===== src/rtl/tra_pkg.sv =====
package tra_pkg;

    typedef enum logic [1:0] {
        LS_INVALID  = 2'd0,
        LS_RESERVED = 2'd1,
        LS_VALID    = 2'd2
    } line_state_e;

    typedef enum logic [1:0] {
        ST_HIT     = 2'd0,
        ST_HIT_RSV = 2'd1,
        ST_MISS    = 2'd2,
        ST_FAIL    = 2'd3
    } lookup_status_e;

endpackage


===== src/rtl/tra_addr_split.sv =====
module tra_addr_split #(
    parameter int LADDR_W = 28,
    parameter int SET_B   = 2,
    localparam int TAG_W  = LADDR_W - SET_B
) (
    input  logic [LADDR_W-1:0] line_addr,
    output logic [SET_B-1:0]   set_idx,
    output logic [TAG_W-1:0]   tag
);

    assign set_idx = line_addr[SET_B-1:0];
    assign tag     = line_addr[LADDR_W-1:SET_B];

endmodule


===== src/rtl/tra_set_probe.sv =====
module tra_set_probe
    import tra_pkg::*;
#(
    parameter int NUM_WAYS = 4,
    parameter int TAG_W    = 26,
    localparam int WAY_B   = $clog2(NUM_WAYS)
) (
    input  logic [NUM_WAYS-1:0][1:0]       way_state,
    input  logic [NUM_WAYS-1:0][TAG_W-1:0] way_tag,
    input  logic [TAG_W-1:0]               probe_tag,
    output logic                           hit,
    output logic [WAY_B-1:0]               hit_way,
    output logic                           hit_reserved
);

    logic [NUM_WAYS-1:0] match;

    generate
        for (genvar g = 0; g < NUM_WAYS; g++) begin : g_match
            assign match[g] = (way_state[g] != LS_INVALID) && (way_tag[g] == probe_tag);
        end
    endgenerate

    always_comb begin
        logic taken;
        taken   = 1'b0;
        hit_way = '0;
        for (int w = 0; w < NUM_WAYS; w++) begin
            if (match[w] && !taken) begin
                taken   = 1'b1;
                hit_way = WAY_B'(w);
            end
        end
        hit          = |match;
        hit_reserved = (way_state[hit_way] == LS_RESERVED);
    end

endmodule


===== src/rtl/tra_victim_sel.sv =====
module tra_victim_sel
    import tra_pkg::*;
#(
    parameter int NUM_WAYS = 4,
    parameter int TS_W     = 16,
    localparam int WAY_B   = $clog2(NUM_WAYS)
) (
    input  logic [NUM_WAYS-1:0][1:0]      way_state,
    input  logic [NUM_WAYS-1:0][TS_W-1:0] way_last,
    input  logic [NUM_WAYS-1:0][TS_W-1:0] way_alloc,
    input  logic                          use_fifo,
    output logic                          found,
    output logic [WAY_B-1:0]              victim_way
);

    logic [NUM_WAYS-1:0]           is_free;
    logic [NUM_WAYS-1:0]           is_ready;
    logic [NUM_WAYS-1:0][TS_W-1:0] age_key;

    generate
        for (genvar g = 0; g < NUM_WAYS; g++) begin : g_way
            assign is_free[g]  = (way_state[g] == LS_INVALID);
            assign is_ready[g] = (way_state[g] == LS_VALID);
            assign age_key[g]  = use_fifo ? way_alloc[g] : way_last[g];
        end
    endgenerate

    always_comb begin
        logic            got_free;
        logic            got_old;
        logic [TS_W-1:0] best;
        got_free   = 1'b0;
        got_old    = 1'b0;
        best       = '0;
        victim_way = '0;
        for (int w = 0; w < NUM_WAYS; w++) begin
            if (is_free[w] && !got_free) begin
                got_free   = 1'b1;
                victim_way = WAY_B'(w);
            end
        end
        if (!got_free) begin
            for (int w = 0; w < NUM_WAYS; w++) begin
                if (is_ready[w] && (!got_old || age_key[w] < best)) begin
                    got_old    = 1'b1;
                    best       = age_key[w];
                    victim_way = WAY_B'(w);
                end
            end
        end
        found = got_free || got_old;
    end

endmodule


===== src/rtl/tag_reserve_array.sv =====
module tag_reserve_array
    import tra_pkg::*;
#(
    parameter int ADDR_W     = 32,
    parameter int LINE_BYTES = 16,
    parameter int NUM_SETS   = 4,
    parameter int NUM_WAYS   = 4,
    parameter int TS_W       = 16,
    parameter int CNT_W      = 16,
    localparam int OFF_B     = $clog2(LINE_BYTES),
    localparam int SET_B     = $clog2(NUM_SETS),
    localparam int WAY_B     = $clog2(NUM_WAYS),
    localparam int LADDR_W   = ADDR_W - OFF_B,
    localparam int TAG_W     = LADDR_W - SET_B,
    localparam int IDX_B     = SET_B + WAY_B,
    localparam int LINES     = NUM_SETS * NUM_WAYS
) (
    input  logic               clk,
    input  logic               rst_n,
    input  logic               lookup_valid,
    input  logic [LADDR_W-1:0] lookup_line,
    input  logic               repl_fifo,
    input  logic               alloc_at_miss,
    input  logic               fill_valid,
    input  logic [IDX_B-1:0]   fill_idx,
    input  logic [TAG_W-1:0]   fill_tag,
    input  logic               flush,
    output logic               resp_valid,
    output logic [1:0]         resp_status,
    output logic [IDX_B-1:0]   resp_idx,
    output logic [CNT_W-1:0]   access_cnt,
    output logic [CNT_W-1:0]   miss_cnt,
    output logic [CNT_W-1:0]   pending_cnt
);

    typedef struct packed {
        logic [LINES-1:0][1:0]       lst;
        logic [LINES-1:0][TAG_W-1:0] ltag;
        logic [LINES-1:0][TS_W-1:0]  llast;
        logic [LINES-1:0][TS_W-1:0]  lalloc;
        logic [TS_W-1:0]             stamp;
        logic                        rv;
        logic [1:0]                  rstat;
        logic [IDX_B-1:0]            ridx;
        logic [CNT_W-1:0]            nacc;
        logic [CNT_W-1:0]            nmiss;
        logic [CNT_W-1:0]            npend;
    } state_t;

    state_t state_d, state_q;

    logic [SET_B-1:0] lk_set;
    logic [TAG_W-1:0] lk_tag;

    tra_addr_split #(
        .LADDR_W (LADDR_W),
        .SET_B   (SET_B)
    ) u_split (
        .line_addr (lookup_line),
        .set_idx   (lk_set),
        .tag       (lk_tag)
    );

    // view of the addressed set
    logic [NUM_WAYS-1:0][1:0]       set_st_d;
    logic [NUM_WAYS-1:0][TAG_W-1:0] set_tag_d;
    logic [NUM_WAYS-1:0][TS_W-1:0]  set_last_d;
    logic [NUM_WAYS-1:0][TS_W-1:0]  set_alloc_d;

    always_comb begin
        for (int w = 0; w < NUM_WAYS; w++) begin
            set_st_d[w]    = state_q.lst[{lk_set, WAY_B'(w)}];
            set_tag_d[w]   = state_q.ltag[{lk_set, WAY_B'(w)}];
            set_last_d[w]  = state_q.llast[{lk_set, WAY_B'(w)}];
            set_alloc_d[w] = state_q.lalloc[{lk_set, WAY_B'(w)}];
        end
    end

    logic             pr_hit;
    logic [WAY_B-1:0] pr_way;
    logic             pr_rsv;

    tra_set_probe #(
        .NUM_WAYS (NUM_WAYS),
        .TAG_W    (TAG_W)
    ) u_probe (
        .way_state    (set_st_d),
        .way_tag      (set_tag_d),
        .probe_tag    (lk_tag),
        .hit          (pr_hit),
        .hit_way      (pr_way),
        .hit_reserved (pr_rsv)
    );

    logic             vc_found;
    logic [WAY_B-1:0] vc_way;

    tra_victim_sel #(
        .NUM_WAYS (NUM_WAYS),
        .TS_W     (TS_W)
    ) u_victim (
        .way_state  (set_st_d),
        .way_last   (set_last_d),
        .way_alloc  (set_alloc_d),
        .use_fifo   (repl_fifo),
        .found      (vc_found),
        .victim_way (vc_way)
    );

    always_comb begin
        state_d    = state_q;
        state_d.rv = lookup_valid;

        if (lookup_valid) begin
            state_d.stamp = state_q.stamp + TS_W'(1);
            state_d.nacc  = state_q.nacc + CNT_W'(1);
            if (pr_hit) begin
                state_d.ridx = {lk_set, pr_way};
                state_d.llast[{lk_set, pr_way}] = state_q.stamp;
                if (pr_rsv) begin
                    state_d.rstat = ST_HIT_RSV;
                    state_d.npend = state_q.npend + CNT_W'(1);
                end else begin
                    state_d.rstat = ST_HIT;
                end
            end else if (!vc_found) begin
                state_d.rstat = ST_FAIL;
                state_d.ridx  = {lk_set, WAY_B'(0)};
                state_d.nmiss = state_q.nmiss + CNT_W'(1);
            end else begin
                state_d.rstat = ST_MISS;
                state_d.ridx  = {lk_set, vc_way};
                state_d.nmiss = state_q.nmiss + CNT_W'(1);
                if (alloc_at_miss) begin
                    state_d.lst[{lk_set, vc_way}]    = LS_RESERVED;
                    state_d.ltag[{lk_set, vc_way}]   = lk_tag;
                    state_d.llast[{lk_set, vc_way}]  = state_q.stamp;
                    state_d.lalloc[{lk_set, vc_way}] = state_q.stamp;
                end
            end
        end

        // fill is judged on the state before this edge
        if (fill_valid) begin
            if (alloc_at_miss) begin
                if (state_q.lst[fill_idx] == LS_RESERVED) begin
                    state_d.lst[fill_idx] = LS_VALID;
                end
            end else begin
                state_d.lst[fill_idx]    = LS_VALID;
                state_d.ltag[fill_idx]   = fill_tag;
                state_d.llast[fill_idx]  = state_q.stamp;
                state_d.lalloc[fill_idx] = state_q.stamp;
            end
        end

        if (flush) begin
            for (int i = 0; i < LINES; i++) begin
                state_d.lst[i] = LS_INVALID;
            end
        end
    end

    always_ff @(posedge clk or negedge rst_n) begin
        if (!rst_n) begin
            state_q <= '0;
        end else begin
            state_q <= state_d;
        end
    end

    assign resp_valid  = state_q.rv;
    assign resp_status = state_q.rstat;
    assign resp_idx    = state_q.ridx;
    assign access_cnt  = state_q.nacc;
    assign miss_cnt    = state_q.nmiss;
    assign pending_cnt = state_q.npend;

endmodule



===== config.mk =====
export PLATFORM = sky130hd
export DESIGN_NAME = tag_reserve_array
export DESIGN_NICKNAME = d
export VERILOG_FILES = /design/src/rtl/tra_pkg.sv /design/src/rtl/tra_addr_split.sv /design/src/rtl/tra_set_probe.sv /design/src/rtl/tra_victim_sel.sv /design/src/rtl/tag_reserve_array.sv
export SDC_FILE = /design/constraint.sdc
export NUM_CORES = 2
export LEC_CHECK = 0
export ABC_AREA = 1
export BUFFER_PORTS_ARGS = -buffer_cell sky130_fd_sc_hd__buf_4
export CAP_MARGIN = 10
export CORE_MARGIN = 4
export CORE_UTILIZATION = 50
export CTS_CLUSTER_SIZE = 20
export DETAILED_ROUTE_END_ITERATION = 6
export PLACE_DENSITY = 0.66
export RECOVER_POWER = 100
export SYNTH_ARGS = -nofsm -noshare
export SYNTH_HDL_FRONTEND = slang
export SYNTH_HIERARCHICAL = 1
export SYNTH_SLANG_ARGS = --single-unit

===== constraint.sdc =====
create_clock -name clk -period 7.94 [get_ports clk]
set_clock_uncertainty 0.05 [all_clocks]
set_input_delay 0.397 -clock clk [delete_from_list [all_inputs] [get_ports clk]]
set_output_delay 0.397 -clock clk [all_outputs]
set_load 0.02 [all_outputs]

==> run summary <==
For the final routed database, the setup TNS stands at 0 ns. The category of the critical setup timing path was in2reg. TritonCTS built the clock tree. Buffer cell driving the clock tree root: clkbuf_16. The slowest library cell on the worst path was clkbuf_1. The critical path's largest stage delay is 1.09 ns, and the placement-stage worst setup slack is 0.04716 ns. In this run the deepest clock path goes through 3 buffers. The number of antenna violations at the first check in global routing was 13. The biggest area contributor in the post-synthesis netlist is dfrtp_1. Classification of the worst-slack hold path: in2reg. The die covers 113400 um2.

After synthesis, the most frequently instantiated cells are nand2_1 (1432), dfrtp_1 (1031), o21ai_0 (1027). The number of global-route vias before repair is 48010, and the overall fraction of global-route tracks in use is 36.28%. Measured along the x axis, the die boundary spans 336.8 um.

The fraction of synthesized area in multiplexers was 0.3009%. STA puts the critical path data arrival time at 8.00 ns. The tools report the routability congestion estimate as 0.9922.

Number of hold violations in the final report: 0. The cell with the most instances after synthesis is nand2_1. The area of the core is 107200 um2. Count of cell types in the netlist: 50. The critical path launch point is lookup_line[1].

The final layout contains routed wiring with a total length of 209700 um. Power spread over the standard cell area amounts to 272.5 nW/um2. The floorplan step set the die height to 336.8 um. After Yosys synthesis, XOR and XNOR cells account for 1.572% of the synthesized area.

VDD sags by at most 201.7 uV. The area of the mapped netlist is 54060 um2. Category of the worst setup path capture point: a flop. The logs give 0 for the antenna violation net count after detailed routing and 11.04 mW for the cell-internal power. The checks that failed: max-capacitance violations, max-slew violations.

For the share of power burned in the clock network, the log shows 31.6%. After layout, the worst path uses 93.45% of the clock period. Net switching is 33.58% of the power.

The worst slack on hold paths was 0.03532 ns. Of all nets on the critical path, the largest fanout is 51. Once the floorplan was initialized, standard cells occupied 50.43% of the core. The tool flagged a number of max-cap violations equal to 6. The mean instance size in the synthesized netlist came out at 7.921 um2. Based on the critical path, the design can be clocked at up to 134.8 MHz. In this run, synthesis produced a sequential element count of 1031. Setup violations remaining at the end of the flow were counted as 0. The area share of fa/ha/maj cells after synthesis is 1.134%, and the number of iterations in the first detailed-routing pass is 7.

Fill cells in the final layout number 9927. The tools report the start point of the worst min-delay path as lookup_line[20]. Once layout is done, the placed cells without fillers occupy 61020 um2.

The remaining global-route overflow was 0. The total I/O pin count came out at 120. STA classifies the critical path startpoint as an input pin.

Layout-stage area growth over the synthesis result: 12.87%. Clock tree synthesis found a total of 1031 sinks. Entering global routing, the biggest net connects 169 pins. The finished layout holds 8336 standard cells, fillers aside. For this run, the number of Yosys warnings is 6.

The async set-or-reset flop fraction in the synthesized netlist is 100.0%, and the leakage dissipation is 29.23 nW. The tools report the worst flop-to-flop path startpoint as state_q[999]. In this run the power spent charging and discharging nets is 5.584 mW. After the first detailed-routing iteration, the DRC count stood at 6640. Clock tree synthesis inserted a total of 114 buffers. The logs give 0.73 ns for the clock insertion delay at the later pin of the skew report and 8.52 ns for the worst path required time. The synthesized netlist devotes 15.46% of its cell area to simple gates. The run gives 134600 um as the placed wire-length estimate after detailed placement.

Among the stages of the critical path, the cell type that occurs most often is nand2_1. The actual transition at the worst max-transition pin is 5.007 ns, and the final critical-path required period is 7.420 ns. The post-placement cell area was 57530 um2. The fraction of power consumed by combinational cells was 24.3%.

In this run, placement finished with an instance count of 8078. DRC violations left: 0. The routed layout has 50500 vias. The commonest register cell after synthesis was dfrtp_1.

The number of nets produced by synthesis is 6939, and the register clock-pin slew on the reported worst setup and hold paths is 0.06 ns. Ranked by total cell area, the synthesized netlist is headed by dfrtp_1 (48%), nand2_1 (9.9%), o21ai_0 (9.5%), inv_1 (5.8%), o211ai_1 (3.9%). The worst path meets setup with 0.5198 ns of slack. The sequential cell area fraction in the yosys report is 47.72%, and the tightest slew margin relative to the limit is -233.8%.

The number of flops mapped to enable cells by yosys was 0; the max-slew violation count was 739. Row generation in the floorplan step produced 120 rows. The via count normalized by instance count is 6.058, and the share of power burned in registers is 44.1%.

In the final design database the tool counted 6951 nets. The detail-routed net length per standard cell was 25.16 um. Port buffering added 119 buffers. The first global-routing pass estimated 310700 um of wire. In this run the number of H-tree levels came out at 3.

After synthesis, the largest area contributor takes up 47.72% of total cell area. The share of post-route cells with drive strength above 1 is 9.342%. Summing the areas of all compound-gate instances in the mapped netlist gives 22.71% of the synthesized area. Dominant combinational cell family by area after synthesis: compound AO/OA/AOI/OAI gates. The flow ran to the end, but the final reports show violations. The cell count after synthesis came out at 6825.
## registers in the layout (all words and copies together) (netlist names)
signal / cells
access_cnt: 16
miss_cnt: 16
pending_cnt: 16
resp_idx: 4
resp_status: 2
resp_valid: 1
state_q: 976
## worst max-delay path, delay by kind of cell
kind / cells / cell delay [ns]
buf+inv: 12 / 3.53
compound gates: 10 / 1.80
simple gates: 16 / 1.59
fa+ha+maj: 2 / 0.61
## routing by layer
layer | GRT usage (%) | part of all wire (%)
met4 | 21.92 | 7.2
met5 | 0 | 0.043
met1 | 47.40 | 39
met3 | 6.696 | 9.3
met2 | 56.43 | 45
## what timing repair did
| action | CTS | global route |
|---|---|---|
| endpoints found under the setup margin | 0 | 960 |
| gates resized for setup | 0 | 36 |
| hold buffers | 38 | 0 |
| buffers inserted | 0 | 7 |
| endpoints found under the hold margin | 285 | 0 |
## per-stage QoR
step	power [mW]	util, %
after floorplan	9.902	-
after global placement	11.24	53.67
after detailed placement	11.36	53.67
after CTS	16.61	57.45
after global routing	17.46	56.91
final	16.63	56.92
## power by group through the flow
| stage | Combinational, mW | Clock, mW | Sequential (mW) |
|---|---|---|---|
| 2_1_floorplan | 2.74 | 0 | 7.16 |
| 3_3_place_gp | 3.89 | 0 | 7.35 |
| 3_5_place_dp | 3.97 | 0 | 7.38 |
| 4_1_cts | 4.02 | 5.29 | 7.30 |
| 5_1_grt | 4.49 | 5.51 | 7.46 |
| 6_report | 4.04 | 5.25 | 7.34 |
## cells by family (layout without fill, tap and decap cells)
| logic type | after synthesis | after routing |
|---|---|---|
| AO/OA/AOI/OAI | 2085 | 2085 |
| AND/OR/NAND/NOR | 2067 | 2067 |
| buffers and inverters | 1481 | 1582 |
| flip-flops | 1031 | 1031 |
| XOR/XNOR | 97 | 97 |
| adder cells (fa/ha/maj) | 49 | 49 |
| multiplexers | 15 | 15 |
| other | 0 | 7 |
## area by class of cell
cell class | count | area (um2) | share of cell area, %
flip-flops and latches | 1031 | 25800 | 42.29
multi-input cells | 4313 | 22350 | 36.62
repair buffers | 488 | 4073 | 6.674
clock buffers | 179 | 3441 | 5.639
inverters | 889 | 3349 | 5.489
well taps | 1403 | 1755 | 2.877
clock inverters | 26 | 230.2 | 0.3773
diodes | 7 | 17.52 | 0.02871
## cells in the final DEF, fill, tap and decap left out, types with 8 or more instances in the layout
cell type / count
a21oi_1: 291
clkbuf_4: 22
nand2_1: 1418
clkbuf_8: 28
mux2_2: 9
ha_1: 49
clkbuf_16: 118
clkbuf_2: 18
nor2_1: 292
a31oi_1: 11
xor2_1: 56
buf_4: 266
xnor2_1: 41
buf_6: 8
clkinv_2: 18
o211ai_1: 279
o221ai_1: 86
a22oi_1: 241
o22ai_1: 85
o21ai_1: 12
o21ai_0: 1050
clkbuf_1: 115
clkinv_1: 13
dfrtp_1: 1027
nand3_1: 251
inv_2: 35
nor3_1: 26
nand4_1: 23
inv_1: 838
buf_12: 50
dlygate4sd3_1: 38
nand2_2: 24
## path summary, 6_finish.rpt
kind / end / slack [ns] / cells after the start
hold reg to reg: access_cnt[15] / 0.42 / 1
min in group asynchronous: access_cnt[15] / 2.00 / 2
setup / recovery: state_q[696] / 0.52 / 40
hold / removal: state_q[861] / 0.04 / 3
max in group asynchronous: state_q[741] / 1.29 / 3
setup reg to reg: state_q[696] / 0.57 / 50
Note: power is estimated with default switching activity, not from simulation.
